File: src/rtl/sgi_pkg.sv
package sgi_pkg;
  // strobes from the sequencer to the datapath
  typedef struct packed {
    logic init;       // latch sizes, clear search state
    logic candNext;   // advance candidate at current level
    logic checkBegin; // reset comparison index
    logic kStep;      // advance comparison index
    logic accept;     // claim candidate and descend
    logic retreat;    // release parent and move to its next candidate
    logic finish;     // search over
    logic hit;        // with finish: mapping complete
  } sgi_strobe_t;

  // status from the datapath to the sequencer
  typedef struct packed {
    logic candOver;
    logic candUsed;
    logic atRoot;
    logic lastK;
    logic edgeBad;
    logic lastLevel;
  } sgi_status_t;
endpackage

File: src/rtl/sgi_ctrl.sv
module sgi_ctrl
  import sgi_pkg::*;
(
  input  logic        clk,
  input  logic        rstN,
  input  logic        start,
  input  sgi_status_t stat,
  output sgi_strobe_t strb,
  output logic        busy
);
  typedef enum logic [1:0] {S_IDLE, S_TRY, S_CHECK} state_t;
  state_t state, stateNxt;

  always_ff @(posedge clk) begin
    if (!rstN) state <= S_IDLE;
    else       state <= stateNxt;
  end

  assign busy = (state != S_IDLE);

  always_comb begin
    strb     = '0;
    stateNxt = state;
    unique case (state)
      S_IDLE: if (start) begin
        strb.init = 1'b1;
        stateNxt  = S_TRY;
      end
      S_TRY: begin
        if (stat.candOver) begin
          if (stat.atRoot) begin
            strb.finish = 1'b1;
            stateNxt    = S_IDLE;
          end else begin
            strb.retreat = 1'b1;
          end
        end else if (stat.candUsed) begin
          strb.candNext = 1'b1;
        end else if (stat.atRoot) begin
          if (stat.lastLevel) begin
            strb.finish = 1'b1;
            strb.hit    = 1'b1;
            stateNxt    = S_IDLE;
          end else begin
            strb.accept = 1'b1;
          end
        end else begin
          strb.checkBegin = 1'b1;
          stateNxt        = S_CHECK;
        end
      end
      S_CHECK: begin
        if (stat.edgeBad) begin
          strb.candNext = 1'b1;
          stateNxt      = S_TRY;
        end else if (stat.lastK) begin
          if (stat.lastLevel) begin
            strb.finish = 1'b1;
            strb.hit    = 1'b1;
            stateNxt    = S_IDLE;
          end else begin
            strb.accept = 1'b1;
            stateNxt    = S_TRY;
          end
        end else begin
          strb.kStep = 1'b1;
        end
      end
      default: stateNxt = S_IDLE;
    endcase
  end

  // an accepted start makes the engine busy on the next cycle
  assert_start_busy_R3: assert property (@(posedge clk) disable iff (!rstN)
    (!busy && start) |=> busy);

  // the sequencer never retreats from the first level
  assert_no_root_retreat_R6: assert property (@(posedge clk) disable iff (!rstN)
    strb.retreat |-> !stat.atRoot);
endmodule

File: src/rtl/sgi_datapath.sv
module sgi_datapath
  import sgi_pkg::*;
#(
  parameter int unsigned MAX_V = 15,
  parameter int unsigned CNT_W = 32,
  localparam int unsigned IDX_W = $clog2(MAX_V + 1)
) (
  input  logic               clk,
  input  logic               rstN,
  input  logic               wrEn,
  input  logic               wrTarget,
  input  logic [IDX_W-1:0]   wrRow,
  input  logic [MAX_V-1:0]   wrData,
  input  logic [IDX_W-1:0]   patSize,
  input  logic [IDX_W-1:0]   tgtSize,
  input  sgi_strobe_t        strb,
  input  logic               busy,
  output sgi_status_t        stat,
  output logic               done,
  output logic               found,
  output logic [MAX_V*IDX_W-1:0] mapFlat,
  output logic [CNT_W-1:0]   cycleCount
);
  logic [MAX_V-1:0] patMem [MAX_V];
  logic [MAX_V-1:0] tgtMem [MAX_V];
  logic [IDX_W-1:0] mapReg [MAX_V];
  logic [MAX_V-1:0] used;
  logic [IDX_W-1:0] level, kIdx, patSz, tgtSz;

  // adjacency row memories
  always_ff @(posedge clk) begin
    if (wrEn && !busy && (wrRow < IDX_W'(MAX_V))) begin
      if (wrTarget) tgtMem[wrRow] <= wrData;
      else          patMem[wrRow] <= wrData;
    end
  end

  logic [IDX_W-1:0] cand, parent, mappedK;
  logic [MAX_V-1:0] patRow, tgtRow;
  assign cand    = mapReg[level];
  assign parent  = mapReg[level - 1'b1];
  assign mappedK = mapReg[kIdx];
  assign patRow  = patMem[level];
  assign tgtRow  = tgtMem[cand];

  always_comb begin
    stat.candOver  = (cand >= tgtSz);
    stat.candUsed  = (cand < IDX_W'(MAX_V)) ? used[cand] : 1'b1;
    stat.atRoot    = (level == '0);
    stat.lastK     = ({1'b0, kIdx} + 1'b1) == {1'b0, level};
    stat.edgeBad   = patRow[kIdx] && !tgtRow[mappedK];
    stat.lastLevel = ({1'b0, level} + 1'b1) >= {1'b0, patSz};
  end

  always_ff @(posedge clk) begin
    if (!rstN) begin
      level <= '0;
      kIdx  <= '0;
      patSz <= '0;
      tgtSz <= '0;
      used  <= '0;
      done  <= 1'b0;
      found <= 1'b0;
      for (int v = 0; v < MAX_V; v++) mapReg[v] <= '0;
    end else begin
      if (strb.init) begin
        level     <= '0;
        used      <= '0;
        done      <= 1'b0;
        found     <= 1'b0;
        patSz     <= patSize;
        tgtSz     <= tgtSize;
        mapReg[0] <= '0;
      end
      if (strb.candNext)   mapReg[level] <= cand + 1'b1;
      if (strb.checkBegin) kIdx <= '0;
      if (strb.kStep)      kIdx <= kIdx + 1'b1;
      if (strb.accept) begin
        used[cand] <= 1'b1;
        level      <= level + 1'b1;
        for (int v = 0; v < MAX_V; v++)
          if (IDX_W'(v) == level + 1'b1) mapReg[v] <= '0;
      end
      if (strb.retreat) begin
        used[parent]          <= 1'b0;
        mapReg[level - 1'b1]  <= parent + 1'b1;
        level                 <= level - 1'b1;
      end
      if (strb.finish) begin
        done  <= 1'b1;
        found <= strb.hit;
      end
    end
  end

  always_ff @(posedge clk) begin
    if (!rstN)          cycleCount <= '0;
    else if (strb.init) cycleCount <= '0;
    else if (busy)      cycleCount <= cycleCount + 1'b1;
  end

  for (genvar g = 0; g < MAX_V; g++) begin : g_map
    assign mapFlat[g*IDX_W +: IDX_W] = mapReg[g];
  end

  // a candidate is only claimed when no earlier level holds it
  assert_inject_R5: assert property (@(posedge clk) disable iff (!rstN)
    strb.accept |-> !used[cand]);

  // done and busy are exclusive
  assert_done_idle_R8: assert property (@(posedge clk) disable iff (!rstN)
    done |-> !busy);

  // counter advances once per busy cycle
  assert_count_step_R8: assert property (@(posedge clk) disable iff (!rstN)
    busy |=> cycleCount == $past(cycleCount) + 1'b1);

  // found is only reported with done
  assert_found_done_R4: assert property (@(posedge clk) disable iff (!rstN)
    found |-> done);

  // descending never passes the last pattern vertex
  assert_level_bound_R4: assert property (@(posedge clk) disable iff (!rstN)
    strb.accept |-> ({1'b0, level} + 2'd2) <= {1'b0, patSz});
endmodule

File: src/rtl/subiso_engine.sv
module subiso_engine
  import sgi_pkg::*;
#(
  parameter int unsigned MAX_V = 15,
  parameter int unsigned CNT_W = 32,
  localparam int unsigned IDX_W = $clog2(MAX_V + 1)
) (
  input  logic                   clk,
  input  logic                   rstN,
  input  logic                   wrEn,
  input  logic                   wrTarget,
  input  logic [IDX_W-1:0]       wrRow,
  input  logic [MAX_V-1:0]       wrData,
  input  logic [IDX_W-1:0]       patSize,
  input  logic [IDX_W-1:0]       tgtSize,
  input  logic                   start,
  output logic                   busy,
  output logic                   done,
  output logic                   found,
  output logic [MAX_V*IDX_W-1:0] mapFlat,
  output logic [CNT_W-1:0]       cycleCount
);
  sgi_strobe_t strb;
  sgi_status_t stat;

  sgi_ctrl u_ctrl (
    .clk   (clk),
    .rstN  (rstN),
    .start (start),
    .stat  (stat),
    .strb  (strb),
    .busy  (busy)
  );

  sgi_datapath #(.MAX_V(MAX_V), .CNT_W(CNT_W)) u_dp (
    .clk        (clk),
    .rstN       (rstN),
    .wrEn       (wrEn),
    .wrTarget   (wrTarget),
    .wrRow      (wrRow),
    .wrData     (wrData),
    .patSize    (patSize),
    .tgtSize    (tgtSize),
    .strb       (strb),
    .busy       (busy),
    .stat       (stat),
    .done       (done),
    .found      (found),
    .mapFlat    (mapFlat),
    .cycleCount (cycleCount)
  );
endmodule

File: config.mk
export PLATFORM = sky130hd
export DESIGN_NAME = subiso_engine
export DESIGN_NICKNAME = d
export VERILOG_FILES = /design/src/rtl/sgi_pkg.sv /design/src/rtl/sgi_ctrl.sv /design/src/rtl/sgi_datapath.sv /design/src/rtl/subiso_engine.sv
export SDC_FILE = /design/constraint.sdc
export NUM_CORES = 1
export LEC_CHECK = 0
export BUFFER_PORTS_ARGS = -buffer_cell sky130_fd_sc_hd__buf_2
export CORE_UTILIZATION = 45
export DETAILED_ROUTE_END_ITERATION = 16
export PLACE_DENSITY = 0.66
export RECOVER_POWER = 100
export SKIP_LAST_GASP = 1
export SYNTH_ARGS = -nofsm -noshare
export SYNTH_HDL_FRONTEND = slang
export SYNTH_HIERARCHICAL = 1
export SYNTH_SLANG_ARGS = --single-unit
File: constraint.sdc
create_clock -name clk -period 5.5 [get_ports clk]
set_clock_uncertainty 0.1 [all_clocks]
set_input_delay 0.825 -clock clk [delete_from_list [all_inputs] [get_ports clk]]
set_output_delay 0.825 -clock clk [all_outputs]
set_load 0.02 [all_outputs]
==> results of run 1 <==
[kinds of logic after synthesis]
logic type	Yosys count	share of synthesized area, %
flip-flops	589	64.6
AND/OR/NAND/NOR	511	9.50
adder cells (fa/ha/maj)	29	1.38
multiplexers	225	13.4
buffers and inverters	141	2.40
AO/OA/AOI/OAI	301	7.43
XOR/XNOR	39	1.30
[worst max-delay path: stages, from the launching register on]
cell and delay [ns]:
sky130_fd_sc_hd__dfxtp_4 0.55, sky130_fd_sc_hd__mux4_2 0.55, sky130_fd_sc_hd__mux2i_1 0.15, sky130_fd_sc_hd__mux2_2 0.21, sky130_fd_sc_hd__inv_2 0.21, sky130_fd_sc_hd__buf_4 0.28
sky130_fd_sc_hd__a211oi_1 0.29, sky130_fd_sc_hd__a21oi_1 0.08, sky130_fd_sc_hd__o22ai_1 0.31, sky130_fd_sc_hd__a2111oi_0 0.13, sky130_fd_sc_hd__a311o_1 0.35, sky130_fd_sc_hd__a22oi_2 0.30
sky130_fd_sc_hd__a22oi_1 0.15, sky130_fd_sc_hd__nor2b_1 0.34, sky130_fd_sc_hd__nand3_1 0.26, sky130_fd_sc_hd__nor3_1 0.35, sky130_fd_sc_hd__nand4b_1 0.28
[Yosys cell counts, drive strengths merged (14+ instances only)]
master,number
edfxtp,514
nand2,158
nor2,118
mux2i,117
mux4,99
dfxtp,75
o22ai,69
nand3,68
o21ai,65
clkbuf,59
a21oi,52
buf,51
a211oi,30
ha,29
inv,28
nor3,28
and3,25
nor2b,25
xor2,23
nand2b,20
xnor2,16
nand4b,14
[power groups by stage]
| stage | Combinational [uW] | Clock (uW) | Sequential, uW |
|---|---|---|---|
| global placement | 4600 | 0 | 5180 |
| CTS | 4670 | 4310 | 5090 |
| global route | 4970 | 4470 | 5110 |
| floorplan | 3140 | 0 | 5130 |
| finish | 4710 | 4250 | 5100 |
| detailed placement | 4650 | 0 | 5190 |
[per-stage QoR]
step | hold slack (ns) | setup WS (ns) | power (uW) | util [%] | area [um^2]
2_1_floorplan | 0.373 | 0.752 | 8260 | - | 26200
3_3_place_gp | 0.371 | 0.326 | 9780 | 48.7 | 28000
3_5_place_dp | 0.381 | 0.229 | 9830 | 48.7 | 28000
4_1_cts | 0.340 | 0.209 | 14100 | 52.2 | 30100
5_1_grt | 0.361 | 0.0142 | 14600 | 51.7 | 29800
6_report | 0.368 | 0.253 | 14100 | 51.7 | 29800
[sequential cells by signal, summed over array words and instances, names as in the netlist, named ones only]
name	cells
u_dp/level	4
u_dp/found	1
u_dp/done	1
u_dp/tgtMem	225
u_dp/tgtSz	4
u_dp/kIdx	4
u_ctrl/state	2
u_dp/cycleCount	32
u_dp/patSz	4
u_dp/patMem	225
u_dp/used	15
u_dp/mapReg	64
[final cells by class]
class | instances | area, um^2
fillers | 4830 | 27800
repair buffers | 204 | 1040
clock buffers | 68 | 1540
well taps | 765 | 957
multi-input cells | 1105 | 8660
flip-flops and latches | 589 | 16900
clock inverters | 43 | 517
inverters | 31 | 119
[timing repair]
action	in CTS	in global routing
buffers inserted	0	0
setup endpoints to repair	0	82
resized for setup	0	4
[routing by layer]
layer	GRT usage, %	share of wire, %	vias to the layer above	wire (um)
met1	32.3	41	8619	28800
met5	0	0	-	0
met3	3.43	8.2	140	5780
met2	38.4	47	897	33500
li1	-	-	7456	-
met4	9.53	3.8	0	2710
[worst max-delay path by stage]
stage	start	endpoint	slack (ns)	depth (start not counted)
floorplan	flip-flop	u_dp/mapReg[9][0]	0.75	23
global placement	flip-flop	u_dp/level[3]	0.33	19
detailed placement	flip-flop	u_dp/mapReg[3][3]	0.23	19
CTS	flip-flop	u_dp/mapReg[3][0]	0.21	19
global route	flip-flop	flip-flop	0.01	17
finish	flip-flop	u_dp/mapReg[3][0]	0.25	16
==> results.md, run 1 <==
- The sequential element share of the synthesized area is 64.6%.
- For this block, the via count after detailed routing is 17100.
- The relative area change from synthesis to final layout is 13.6%.
- The slew at the pin closest to its max-slew limit is 1.74 ns.
- The DRC violation total after the first TritonRoute iteration is just over 2000.
- The register clock-pin slew on the reported worst setup and hold paths is 0.06 ns.
- By area the synthesized netlist is led by sky130_fd_sc_hd__edfxtp_1 59%, sky130_fd_sc_hd__mux4_2 8.5%, sky130_fd_sc_hd__dfxtp_1 5.7%.
- STA classifies the critical path startpoint as a flip-flop.
- For this design the top-level I/O count stands at 127.
- The top cell types in the final layout, fill and taps aside, are 514 x sky130_fd_sc_hd__edfxtp_1, 157 x sky130_fd_sc_hd__nand2_1, 148 x sky130_fd_sc_hd__clkbuf_1.
- The first global-routing pass estimated 106000 um of wire.
- The routed design could run at a clock period as short as 5.25 ns.
- Setup repair after global routing left no endpoint under its margin.
- After legalization and detailed placement, the total HPWL measured 46200 um.
- Summed over all cells, the static leakage comes to 0.00958 uW.
- The flow ran to the end, but the final reports show violations.
- The share of synthesized flip-flops with an asynchronous set or reset is 0%.
- In this run, post-CTS hold repair placed 0 buffers.
- The share of post-route cells with drive strength above 1 is 13.7%.
- The cell count after synthesis came out at 1835.
- In the routed layout, each cell is associated on average with a via count of 6.10.
- The floorplan die height is roughly 240 um.
- The number of inserted diodes is 0.
- Synthesis produced a netlist with a net count of 1896.
- The biggest area contributor in the post-synthesis netlist is sky130_fd_sc_hd__edfxtp_1.
- The synthesized area is 26200 um^2.
- The required time reported for the critical path endpoint is 5.70 ns.
- The startpoint identified for the worst hold timing path is patSize[1].
- Buffers inserted during clock tree synthesis total 59.
- In the final design database the tool counted about 2000 nets.
- The critical path capture point type is a flip-flop.
- The sink of the worst hold path is u_dp/patSz[1].
- The number of core rows is between 80 and 90.
- The longest clock path from root to sink contains 3 buffers.
- Data arrives at the worst endpoint at roughly 5.5 ns.
- The tool flagged a number of max-cap violations equal to 5.
- The worst register-to-register path has a setup slack of about 0.25 ns.
- The average instance in the mapped netlist occupies 14.3 um^2.
- The maximum number of pins on one net before global-route repair is 62.
- Along the worst path, the maximum fanout reaches 20.
- In the routed design, unresolved DRC markers number 0.
- The synthesized design contains 514 enable-type register cells.
- The internal power consumption is 9150 uW.
- The later pin in the worst-skew pair is clocked with a latency of approximately 0.63 ns.
- The class of the worst hold path is primary input to flip-flop.
- Along the worst hold path, the cell count comes to 3.
- The fraction of the cycle the final worst path needs is a little over nine tenths.
- The register share of total power is 36.3%.
- The checks that failed: max-capacitance violations, max-slew violations.
- The detailed-route wire length is ~70000 um.
- In this run the remaining antenna-violating nets after routing total 0.
- The worst IR drop on VDD is 0.293 mV.
- The endpoint identified for the worst register-to-register timing path is u_dp/mapReg[3][0].
- The number of input and output port buffers inserted is 126.
- The max-slew violation count was between 150 and 200.
- The critical path class is flip-flop to flip-flop.
- For the worst flop-to-flop path, the logic depth is 16.
- For this run the aggregate overflow at the end of global routing stands at 0.
- The floorplan step set the die width to 243 um.
- The proportion of netlist area held by the largest area contributor is between 50% and 60%.
- After detailed routing, the average wire length per cell comes to around 25 um.
- Counting every sink on the clock net gives 589.
- In the final timing run, aggregate negative setup slack is 0 ns.
- The switching power is just under 5000 uW.
- The count of warnings emitted by yosys is 6.
- The iteration count of the initial detailed-routing pass is 7.
- In this run the tightest slew margin relative to its limit is -15.8%.
- The number of cells after detailed placement is about 2700.
- The full die area is 59200 um^2.
- The dominant synthesized flop cell is sky130_fd_sc_hd__edfxtp_1.
- The core outline area is 57600 um^2.
- Dividing total power by cell area gives a power density of 472 nW/um^2.
- The total number of H-tree levels is 2.
- Leaving out filler cells and counting taps, the final layout contains 2805.
- The congestion estimate from routability-driven global placement came to ~0.93.
- The fraction of power consumed by the clock network is a little under a third.
- The initial standard-cell utilization of the core is between 40% and 50%.
- The final number of hold-violating endpoints is 0.
- Counting flops and latches in the post-synthesis netlist gives 589.
- Net switching is 34.9% of the power.
- Leaving out fill and tap cells, the most frequent cell in the layout is sky130_fd_sc_hd__edfxtp_1.
- Setup violations remaining at the end of the flow were counted as 0.
- The part of the power in combinational logic is 33.5%.
- The maximum clock frequency is approximately 0.19 GHz.
- The CTS tree is built.
- For this run, the total global-route usage over all layers was measured as roughly a quarter.
- Counting distinct cell types in the post-synthesis netlist gives 80.
- The initial antenna violation count came to 0.
- The cell chosen for the clock root is sky130_fd_sc_hd__clkbuf_16.
- The number of global-route vias before repair is ~17000.
Note: power is estimated with default switching activity, not from simulation.
==> inputs of run 2 (changes only) <==
CTS_BUF_LIST = sky130_fd_sc_hd__clkbuf_16   (was not set)
==> results.md, run 2 (synthesis gave the netlist of run 1 again) <==
- Entering global routing, the biggest net connects slightly above 60 pins.
- TritonCTS created slightly below 60 clock buffers.
- The overall global routing resource usage is 23.7%.
- Once the clock tree was built, the resizer swapped 0 gates to a different size.
- The H-tree generated during clock tree synthesis spans 2 levels.
- The relative area change from synthesis to final layout is 13.5%.
- The number of global-route vias before repair was 16600.
- The number of clock sinks seen by CTS is 589.
- The worst-case headroom to the max-slew limit is -16.3%.
- The top fanout value on the critical path is 20.
- Counting the fill cells in the layout gives 4832.
- Across all layers, the routed design uses 17200 vias.
- The critical path's slowest cell is sky130_fd_sc_hd__dfxtp_4.
- The DRC violation total after the first TritonRoute iteration is 1927.
- The first global-routing pass estimated 106000 um of wire.
- In this run the core area contains 88 standard-cell rows.
- Across the VDD grid, the largest voltage drop is 0.294 mV.
- The initial antenna violation count is 0.
- Setup violations remaining at the end of the flow were counted as 0.
- The maximum buffer depth of the clock tree is 3.
- The detailed-route wire length is 70900 um.
- Setup repair after global routing left no endpoint under its margin.
- The die covers 59200 um^2.
- The number of placed I/O pins is between 100 and 150.
- The required time reported for the critical path endpoint is approximately 5.7 ns.
- The cell chosen for the clock root is sky130_fd_sc_hd__clkbuf_16.
- The region available for standard cell placement spans 57600 um^2.
- Detailed placement ended at an HPWL of 46200 um.
- The worst setup path is launched from a flip-flop.
- Port buffering added around 130 buffers.
- TritonCTS built the clock tree.
- For this design the static power due to leakage is 0.00958 uW.
- The worst hold path belongs to the class primary input to flip-flop.
- The delay of the slowest cell on the worst path is 0.55 ns.
- The largest registers in the layout are u_dp/patMem (225), u_dp/tgtMem (225), u_dp/mapReg (64).
- The number of hold buffers added after CTS was 0.
- Summed over all failing endpoints, the final setup total negative slack is 0 ns.
- The width of the die is 243 um.
- The register clock-pin slew on the reported worst setup and hold paths is approximately 0.060 ns.
- The fraction of the cycle the final worst path needs is 95.2%.
- The net count of the finished layout is 2051.
- The max-slew violation count came to 216.
- The signal on the critical path passes through mux4_2 > mux2i_1 > mux2_2 > inv_2 > buf_4 > a211oi_1 > a21oi_1 > o22ai_1 > a2111oi_0 > a311o_1 > a22oi_2 > a22oi_1 > nor2b_1 > nand3_1 > nor3_1 > nand4b_1.
- In the routed design, unresolved DRC markers number 0.
- The critical path in this run is classified as flip-flop to flip-flop.
- The sum of overflow across all layers after global routing is 0.
- At the pin with the least slew margin, the transition time is 1.74 ns.
- In this run, placement finished with an instance count of 2694.
- Once the clock tree was built, the setup fixing pass inserted 0 buffers.
- The weighted congestion at the end of routability-driven global placement is around 0.93.
- The number of inserted diodes is 0.
- The first detailed-routing pass ran for 5 iterations.
- STA classifies the critical path endpoint as a flip-flop.
- The share of post-route cells with drive strength above 1 is between 10 and 15%.
- The final number of hold-violating endpoints was 0.
- The routed length per instance is 25.3 um.
- The initial utilization of the core area, before any placement, comes to 45.5%.
- The floorplan die height is 243 um.
- In this run the remaining antenna-violating nets after routing total 0.
- The number of maximum-capacitance violations is 7.
- Leaving out fill and tap cells, the most frequent cell in the layout is sky130_fd_sc_hd__edfxtp_1.
- Static timing analysis puts the maximum clock frequency at 0.191 GHz.
- Power spread over the standard cell area amounts to 471 nW/um^2.
- The arrival time at the worst endpoint is about 5.4 ns.
- The source-to-sink clock delay at the later pin of the worst-skew pair is 0.63 ns.
- The final reports fail on max-capacitance violations, max-slew violations.
- For the finished layout, the period the worst path requires is 5.24 ns.
- The top cell types in the final layout, fill and taps aside, are 514 x sky130_fd_sc_hd__edfxtp_1, 157 x sky130_fd_sc_hd__nand2_1, 142 x sky130_fd_sc_hd__clkbuf_1.
- The finished layout holds 2805 standard cells, fillers aside.
- The run finished, with violations left.
- Using the TritonRoute via totals, the vias-per-cell ratio works out to 6.13.
## run 2: area by class of cell
class / count / area, um^2 / share of cell area, %
tap: 765 / 957 / 3.22
clock buffer: 59 / 1480 / 4.96
timing repair buffer: 204 / 1040 / 3.49
sequential: 589 / 16900 / 57.0
multi-input combinational: 1105 / 8660 / 29.1
clock inverter: 52 / 551 / 1.85
inverter: 31 / 119 / 0.400
## run 2: power breakdown
| group | internal (uW) | total [uW] | leakage [uW] | switching [uW] |
|---|---|---|---|---|
| sequential | 4970 | 5100 | 0.00532 | 134 |
| clock | 2480 | 4190 | 0.00101 | 1720 |
| combinational | 1660 | 4710 | 0.00326 | 3050 |
| total | 9100 | 14000 | 0.00958 | 4900 |
## run 2: critical path, delay by kind of cell, from the launching register on
family	cells	cell delay, ns
buffers and inverters	2	0.49
AND/OR/NAND/NOR	4	1.24
AO/OA/AOI/OAI	7	1.59
multiplexers	3	0.91
flip-flops	1	0.55
## run 2: path summary, 6_finish.rpt
path / startpoint / cells past startpoint / slack, ns / end
worst max register to register: flip-flop / 16 / 0.26 / u_dp/mapReg[3][0]
worst min register to register: u_dp/cycleCount[31] / 2 / 0.40 / u_dp/cycleCount[31]
worst min-delay path: patSize[1] / 3 / 0.37 / u_dp/patSz[1]
worst max-delay path: flip-flop / 16 / 0.26 / u_dp/mapReg[3][0]
## run 2: metal layers
metal | track usage (%) | vias to the layer above | share of wire, %
met2 | 38.5 | 892 | 48
li1 | - | 7458 | -
met3 | 3.40 | 144 | 8.2
met4 | 9.45 | 0 | 3.8
met5 | 0 | - | 0
met1 | 32.3 | 8694 | 40
## run 2: per-stage QoR
stage	cell area [um^2]	hold slack (ns)	power (uW)	util [%]	setup slack [ns]
floorplan	26200	0.373	8260	-	0.752
global route	29700	0.362	14500	51.7	0.0141
finish	29700	0.368	14000	51.7	0.264
detailed placement	28000	0.381	9830	48.7	0.229
global placement	28000	0.371	9780	48.7	0.326
CTS	30000	0.340	14000	52.2	0.209
==> inputs of run 3 (changes only) <==
CORE_UTILIZATION = 46   (was 45)
PLACE_DENSITY = 0.67   (was 0.66)
==> results.md, run 3 (synthesis gave the netlist of run 1 again) <==
- Global routing used 24.2% of the available tracks.
- The final layout contains 2044 nets.
- The checks that failed: max-capacitance violations, max-slew violations.
- The cell chosen for the clock root is sky130_fd_sc_hd__clkbuf_16.
- Adding up every negative setup slack in the final design gives 0 ns.
- Once detail routing completed, the nets flagged for antenna violations numbered 0.
- The number of global-route vias before repair was between 15000 and 20000.
- The first-pass GRT wire length is about 100000 um.
- The number of maximum-capacitance violations is 5.
- Post-CTS timing repair inserted 0 buffers for setup.
- TritonCTS built the clock tree.
- Measured along the x axis, the die boundary spans 241 um.
- The DRC violation total after the first TritonRoute iteration is 1816.
- The delay of the slowest cell on the worst path is 0.53 ns.
- In this run the power density over the cells is 465 nW/um^2.
- Setup violations remaining at the end of the flow were counted as 0.
- The path with the worst hold slack has its endpoint at u_dp/tgtSz[2].
- Setup repair after global routing left no endpoint under its margin.
- Along the worst path, the maximum fanout reaches 56.
- The library cell appearing most often on the critical path is sky130_fd_sc_hd__buf_4.
- The share of post-route cells with drive strength above 1 is 13.3%.
- The count of cells along the worst register-to-register path is 16.
- The total DRC errors in the routed layout is 0.
- In this run the static leakage power is roughly 0.0095 uW.
- The worst-case headroom to the max-slew limit is -102%.
- In the finished design, the share of the clock period the worst path needs comes to a little over nine tenths.
- Detailed placement finished with a half-perimeter wire length of roughly 46000 um.
- The floorplan step set the die height to 241 um.
- The worst register-to-register path has a setup slack of ~0.21 ns.
- Grouping stages by cell kind, the critical path spends the most delay in simple AND/OR/NAND/NOR gates.
- The layer with the highest usage is met2.
- The largest registers in the layout are u_dp/patMem (225), u_dp/tgtMem (225), u_dp/mapReg (64).
- After global routing the overflow that remains totals 0.
- After floorplanning, the core was sized to cover 56400 um^2.
- VDD sags by at most roughly 0.29 mV.
- The startpoint of the worst hold path is tgtSize[2].
- The initial antenna violation count is 1.
- In this run the critical register-to-register path is captured at u_dp/mapReg[12][1].
- Pin placement for this block handled 127 I/O pins.
- Global routing consumed, on the met1 layer, 33.2% of the routing resources.
- For the worst setup path, the data arrival time is 5.52 ns.
- The weighted congestion at the end of routability-driven global placement is 0.924.
- The critical path's slowest cell is sky130_fd_sc_hd__mux4_2.
- Detailed routing inserted a total of 17100 vias.
- The number of hold buffers added after CTS was 0.
- The critical path class is flip-flop to flip-flop.
- The routed length per instance is 25.2 um.
- STA classifies the critical path startpoint as a flip-flop.
- The met3 layer usage reported by global route is 3.79%.
- The run finished, with violations left.
- The maximum buffer depth of the clock tree is 3.
- The critical path goes through buf_4 > mux4_2 > mux2i_1 > mux2i_4 > buf_12 > or3_1 > o22ai_1 > a2111oi_2 > buf_4 > a311o_1 > a22oi_2 > a22oi_1 > nor2b_1 > nand3_1 > nor2_1 > nand4b_1.
- Together, buffers and inverters on the worst path number 3.
- The total number of H-tree levels is 2.
- The register clock-pin slew on the reported worst setup and hold paths is 0.06 ns.
- In the layout the commonest cells are 514 x sky130_fd_sc_hd__edfxtp_1, 157 x sky130_fd_sc_hd__nand2_1, 140 x sky130_fd_sc_hd__clkbuf_1.
- The floorplan has 87 rows.
- The die covers around 58000 um^2.
- The initial utilization of the core area, before any placement, comes to approximately 47%.
- Entering global routing, the biggest net connects 62 pins.
- The relative area change from synthesis to final layout is 12.9%.
- Buffers inserted during clock tree synthesis total 59.
- For the finished layout, the period the worst path requires is roughly 5.3 ns.
- The number of input and output port buffers inserted is 126.
- The required time reported for the critical path endpoint is around 5.7 ns.
- Leaving out fill and tap cells, the most frequent cell in the layout is sky130_fd_sc_hd__edfxtp_1.
- The class of the worst hold path is primary input to flip-flop.
- The fill cell instance count of the final layout is 4766.
- The number of cells on the worst hold path is 3.
- The clock drives between 500 and 600 sinks.
- STA classifies the critical path endpoint as a flip-flop.
- The maximum clock frequency is 0.189 GHz.
- The first TritonRoute pass finished after 8 iterations.
- Overall power consumption after layout is estimated at 13800 uW.
- The max-slew violation count was 47.
- The number of inserted diodes is 0.
- The final number of hold-violating endpoints is 0.
- The vias per cell is between 6 and 7.
- The met2 track utilization from global routing is 39.6%.
- The routed design has slightly above 70000 um of wire.
- For the pin with the worst max-slew slack, the measured transition is around 3.0 ns.
- The number of gates resized after CTS is 0.
- The source-to-sink clock delay at the later pin of the worst-skew pair is about 0.64 ns.
[run 3: cell types whose count changed in the layout (fill, tap and decap cells not counted), moves of 4 or more]
cell / previous run / this run
sky130_fd_sc_hd__clkinvlp_2: 0 / 5
sky130_fd_sc_hd__bufinv_16: 11 / 6
sky130_fd_sc_hd__inv_6: 5 / 1
sky130_fd_sc_hd__buf_4: 39 / 33
sky130_fd_sc_hd__inv_1: 32 / 38
[run 3: stage by stage]
step	cell area (um^2)	std cells	hold WS (ns)	setup slack, ns	utilization [%]
final	29600	2789	0.352	0.212	52.5
after CTS	29900	2789	0.328	0.151	53.0
after global routing	29600	2789	0.347	0.00138	52.5
after detailed placement	28000	2678	0.375	0.168	49.6
after global placement	28000	2678	0.368	0.290	49.6
after floorplan	26200	1835	0.373	0.752	-
[run 3: final cells by class]
cell class                 count  area (um^2)  share of cell area [%]
clock inverter                52          415                    1.40
tap                          756          946                    3.20
clock buffer                  59         1480                    4.99
sequential                   589        16900                    57.2
inverter                      31          119                   0.402
timing repair buffer         197         1000                    3.39
multi-input combinational   1105         8700                    29.4
[run 3: worst max path at each step]
stage | from | end | cells past startpoint
after floorplan | flip-flop | u_dp/mapReg[9][0] | 23
after global placement | flip-flop | flip-flop | 17
after global routing | flip-flop | flip-flop | 15
after detailed placement | flip-flop | flip-flop | 17
after CTS | flip-flop | flip-flop | 17
final | flip-flop | u_dp/mapReg[12][1] | 16
[run 3: per-layer routing]
layer | vias to the layer above | wire, um
li1 | 7437 | -
met1 | 8563 | 28000
met2 | 929 | 33400
met3 | 144 | 6780
met4 | 0 | 2170
met5 | - | 0
[run 3: worst min-delay path: stages]
cell,delay (ns)
sky130_fd_sc_hd__buf_2,0.07
sky130_fd_sc_hd__mux2i_1,0.05
sky130_fd_sc_hd__nor2b_1,0.09
[run 3: power breakdown]
group | internal (uW) | switching (uW)
clock network | 2230 | 1690
logic | 1660 | 3100
registers | 4970 | 117
total | 8850 | 4910
